File: config.mk
export PLATFORM = sky130hd
export DESIGN_NAME = cmp_unit
export DESIGN_NICKNAME = d
export VERILOG_FILES = /design/src/rtl/cmp_pkg.sv /design/src/rtl/cmp_widen.sv /design/src/rtl/cmp_diff.sv /design/src/rtl/cmp_cond.sv /design/src/rtl/cmp_unit.sv
export SDC_FILE = /design/constraint.sdc
export NUM_CORES = 1
export LEC_CHECK = 0
export BUFFER_PORTS_ARGS = -buffer_cell sky130_fd_sc_hd__buf_2
export CORE_MARGIN = 1.5
export CORE_UTILIZATION = 52
export DETAILED_ROUTE_END_ITERATION = 10
export PLACE_DENSITY = 0.85
export SYNTH_ARGS = -nofsm -noshare
export SYNTH_HDL_FRONTEND = slang
export SYNTH_SLANG_ARGS = --single-unit
File: constraint.sdc
create_clock -name vclk -period 6.69
set_input_delay 1.338 -clock vclk [all_inputs]
set_output_delay 1.338 -clock vclk [all_outputs]
set_load 0.01 [all_outputs]
File: src/rtl/cmp_pkg.sv
package cmp_pkg;

  localparam int unsigned SEL_W = 4;
  localparam int unsigned REL_W = 3;

  typedef enum logic [REL_W-1:0] {
    REL_EQ = 3'd0,
    REL_NE = 3'd1,
    REL_LT = 3'd2,
    REL_GE = 3'd3,
    REL_LE = 3'd4,
    REL_GT = 3'd5,
    REL_R6 = 3'd6,
    REL_R7 = 3'd7
  } cmp_rel_e;

  // Resolve one relation from the zero and negative indications.
  function automatic logic rel_resolve(input cmp_rel_e rel, input logic is_zero,
                                       input logic is_neg);
    logic res;
    case (rel)
      REL_EQ:  res = is_zero;
      REL_NE:  res = ~is_zero;
      REL_LT:  res = is_neg;
      REL_GE:  res = ~is_neg;
      REL_LE:  res = is_neg | is_zero;
      REL_GT:  res = ~is_neg & ~is_zero;
      default: res = 1'b0;
    endcase
    return res;
  endfunction

endpackage

File: src/rtl/cmp_widen.sv
module cmp_widen #(
  parameter int unsigned W = 32
) (
  input  logic [W-1:0] val_i,
  input  logic         sext_i,
  output logic [W:0]   wide_o
);
  // Extension bit: copy of the sign in signed mode, zero otherwise.
  assign wide_o = {sext_i & val_i[W-1], val_i};
endmodule

File: src/rtl/cmp_diff.sv
module cmp_diff #(
  parameter int unsigned W  = 32,
  localparam int unsigned XW = W + 1
) (
  input  logic [XW-1:0] a_i,
  input  logic [XW-1:0] b_i,
  output logic [XW-1:0] diff_o,
  output logic          zero_o,
  output logic          neg_o
);
  function automatic logic [XW-1:0] sub_wide(input logic [XW-1:0] x,
                                             input logic [XW-1:0] y);
    return x + ~y + {{(XW-1){1'b0}}, 1'b1};
  endfunction

  assign diff_o = sub_wide(a_i, b_i);
  assign zero_o = ~|diff_o;
  assign neg_o  = diff_o[XW-1];
endmodule

File: src/rtl/cmp_cond.sv
module cmp_cond
  import cmp_pkg::*;
(
  input  cmp_rel_e rel_i,
  input  logic     zero_i,
  input  logic     neg_i,
  output logic     cond_o
);
  always_comb begin
    cond_o = rel_resolve(rel_i, zero_i, neg_i);
  end
endmodule

File: src/rtl/cmp_unit.sv
module cmp_unit
  import cmp_pkg::*;
#(
  parameter int unsigned W = 32,
  localparam int unsigned XW = W + 1
) (
  input  logic [W-1:0]     opa_i,
  input  logic [W-1:0]     opb_i,
  input  logic [SEL_W-1:0] sel_i,
  output logic             cond_o,
  output logic [W-1:0]     set_word_o
);
  logic          mode_unsigned;
  cmp_rel_e      rel;
  logic [W-1:0]  ops  [2];
  logic [XW-1:0] wide [2];
  logic [XW-1:0] diff;
  logic          diff_zero;
  logic          diff_neg;

  assign mode_unsigned = sel_i[SEL_W-1];
  assign rel           = cmp_rel_e'(sel_i[REL_W-1:0]);
  assign ops[0]        = opa_i;
  assign ops[1]        = opb_i;

  for (genvar g = 0; g < 2; g++) begin : g_widen
    cmp_widen #(.W(W)) u_widen (
      .val_i (ops[g]),
      .sext_i(~mode_unsigned),
      .wide_o(wide[g])
    );
  end

  cmp_diff #(.W(W)) u_diff (
    .a_i   (wide[0]),
    .b_i   (wide[1]),
    .diff_o(diff),
    .zero_o(diff_zero),
    .neg_o (diff_neg)
  );

  cmp_cond u_cond (
    .rel_i (rel),
    .zero_i(diff_zero),
    .neg_i (diff_neg),
    .cond_o(cond_o)
  );

  assign set_word_o = {{(W-1){1'b0}}, cond_o};
endmodule

==> reports/summary.txt <==
Status: completed
Post-Synthesis Cells: 392
Largest fanout on the critical path: 3
Fmax: 154 MHz
Hold_sp: sel_i[2]
Number of fill cells: 484
Xor and xnor fraction of the mapped netlist area: 5.42%
Count of routing violations after the opening detailed-route iteration: 152
Reported max-cap violation count: 0
Io pins: 101
Pleak: 1.42 nW
Avg Inst Size Synth: 6.59 um2
Final period util: 97.3%
Share of post-route cells with drive strength above 1: 19.3%
Hold crit path type: in -> out
ANT nets after route: 0
Biggest area consumer among synthesized cells: ha_1
Hold-fix buffer count after cts: 0
Worst Hold End: set_word_o[0]
Area share of fa/ha/maj cells after synthesis: 16.3%
Pin slew with the least headroom to its limit: 631 ps
Num rows: 25
Vias per inst: 5.70
Sequential fraction of the synthesis area: 0%
Yosys warnings: 0
Post-detailed-placement half-perimeter wirelength: 5400 um
Final Routed Wirelength: 6370 um
Flip-flop and latch area: 0 um2
Max stage delay on crit path: 520 ps
Post-synthesis cell type count: 65
Count of inserted antenna diode cells: 0
Post CTS Setup Buffer Count: 0
Util after Layout: 58.8%
Setup TNS: 0 ps
Final Setup Violations: 0
Number of nets in the finished design: 549
Main combinational cell family by area after synthesis: compound AO/OA/AOI/OAI gates
Synth area leaders: ha_1, buf_4, a21oi_1
Total chip power: 0.000250 W
Pin count of the biggest net entering global routing: 13
Worst Slack Setup Final: 178 ps
Number of buffer and inverter instances along the worst setup path: 3
Worst Path Required: 5350 ps
IR Drop Worst-Case VDD: 0.0388 mV
Placer's final routability congestion estimate: 0.995
Average detailed-routed wire length per instance: 12.4 um
Complex-gate fraction of the synthesized area: 32.4%
Power per unit of standard cell area: 89.5 mW/mm2
Fraction of synthesized cell area taken by the top area cell type: 15.5%
Number of flip-flops and latches: 0
Final min period: 6510 ps
Initial antenna violation count: 0
Hold path depth: 4
Number of port buffers: 70
Final Hold Fails: 0
Max-slew headroom: 57.7%
Most common cell in the netlist: a21oi_1
Remaining Overflow, GRT: 0
Final Max Tran Viols: 0
Initial core utilization: 54.3%
Total via count after detailed routing: 2925
First-pass GRT wire length: 10400 um
Area growth from synthesis to final layout: 8.28%
Vias in the first global route: 2474
Count of cells resized by post-cts repair: 0
Cell family with most CP delay: simple AND/OR/NAND/NOR gates
Die width: 73.5 um
Startpoint-to-endpoint class of the critical path: in -> out
Cell type with the highest occurrence count on the critical path: or4_1
Global routing usage summed across all routing layers: 22.8%
Critical path, cell by cell: buf_2 -> inv_1 -> ha_1 -> fa_1 -> nand2b_1 -> a211oi_2 -> o211ai_2 -> o211ai_2 -> a31o_1 -> mux2_4 -> or4_1 -> or4_1 -> or4_1 -> o221ai_1 -> buf_2
Number of clock buffer instances in the layout: 0
Unrepaired setup endpoints after global routing: false
Cell with the biggest individual delay on the critical path: or4_1
Kind of launch point of the worst setup path: input port
Total iterations of the first detailed-routing run: 5
Synthesized-area fraction occupied by and/or/nand/nor cells: 24.5%
Dpl ws: 142 ps
Area inside the core boundary: 0.00475 mm2
Portion of netlist area occupied by mux cells: 2.13%
Die span in y: 73.5 um
Detailed-route DRC error count: 0
Final-layout worst hold slack: 3070 ps
Area of the mapped netlist: 0.00258 mm2
List of most frequent post-synthesis cells: a21oi_1, inv_1, buf_4
Data arrival time of the worst path: 5170 ps
Crit path capture type: output pin
Die area: 0.00540 mm2
==> report_power, final <==
part	internal (W)	switching, W
Combinational	0.000104	0.000146
Clock	0	0
Sequential	0	0
Total	0.000104	0.000146
==> routing by layer <==
layer	up-vias	share of wire, %	global-route usage (%)
met5	-	0	0
met4	0	1.1	2.88
met3	10	6.5	0.823
met2	116	47	39.8
met1	1334	46	31.7
li1	1465	-	-
==> layout make-up <==
cell class                 count  area, um2  share of cell area (%)
multi-input combinational    334       2210                    78.8
timing repair buffer          70        350                    12.5
inverter                      42        158                    5.64
tap                           67       83.8                    3.00
==> logic make-up after synthesis <==
family                   Yosys count
adder cells (fa/ha/maj)           33
multiplexers                       5
buffers and inverters             88
XOR/XNOR                          16
AO/OA/AOI/OAI                    132
AND/OR/NAND/NOR                  117
other                              1
==> through the flow <==
step                instances  area (um2)
detailed placement        513        2790
finish                    513        2800
CTS                       513        2790
floorplan                 422        2700
global route              513        2800
global placement          513        2790
==> how the worst max path moves through the flow <==
| stage | start | depth (start not counted) | end | slack (ps) |
|---|---|---|---|---|
| floorplan | opa_i[0] | 14 | set_word_o[0] | 310 |
| global placement | opa_i[0] | 15 | cond_o | 200 |
| detailed placement | opa_i[0] | 15 | set_word_o[0] | 140 |
| CTS | opa_i[0] | 15 | set_word_o[0] | 140 |
| global route | opa_i[0] | 15 | cond_o | 20 |
| finish | opa_i[0] | 15 | cond_o | 180 |
==> placed cells by master (no fill, tap or decap), types with 2 or more instances in the layout <==
cell / synthesis / routed
buf_2: 1 / 70
a21oi_1: 44 / 44
inv_1: 42 / 42
nand2_1: 32 / 32
ha_1: 32 / 32
conb_1: 1 / 31
o21ai_0: 25 / 25
nor2_1: 18 / 18
nand3_1: 12 / 12
xnor2_1: 9 / 9
nand4_1: 8 / 8
a21o_1: 8 / 8
nor3_1: 8 / 8
o211ai_1: 7 / 7
xor2_1: 7 / 7
a31oi_1: 6 / 6
a211oi_1: 7 / 6
o21a_1: 5 / 5
nand2b_1: 5 / 5
nor2b_1: 4 / 4
o21ai_1: 4 / 4
mux2i_1: 4 / 4
nor4_1: 4 / 4
and3_1: 3 / 3
or2_2: 3 / 3
or4_1: 3 / 3
o31ai_1: 3 / 3
or2b_2: 2 / 2
and3_2: 2 / 2
o211ai_2: 2 / 2
o21bai_1: 2 / 2
or3_1: 2 / 2
nor3b_1: 2 / 2
nand4b_1: 2 / 2
o22ai_1: 2 / 2
o221ai_1: 2 / 2
==> worst min-delay path, cell delays in order <==
cell and delay, ps:
buf_2 100, a311oi_1 80, o221ai_1 80, buf_2 140
(Power assumes the default switching activity.)
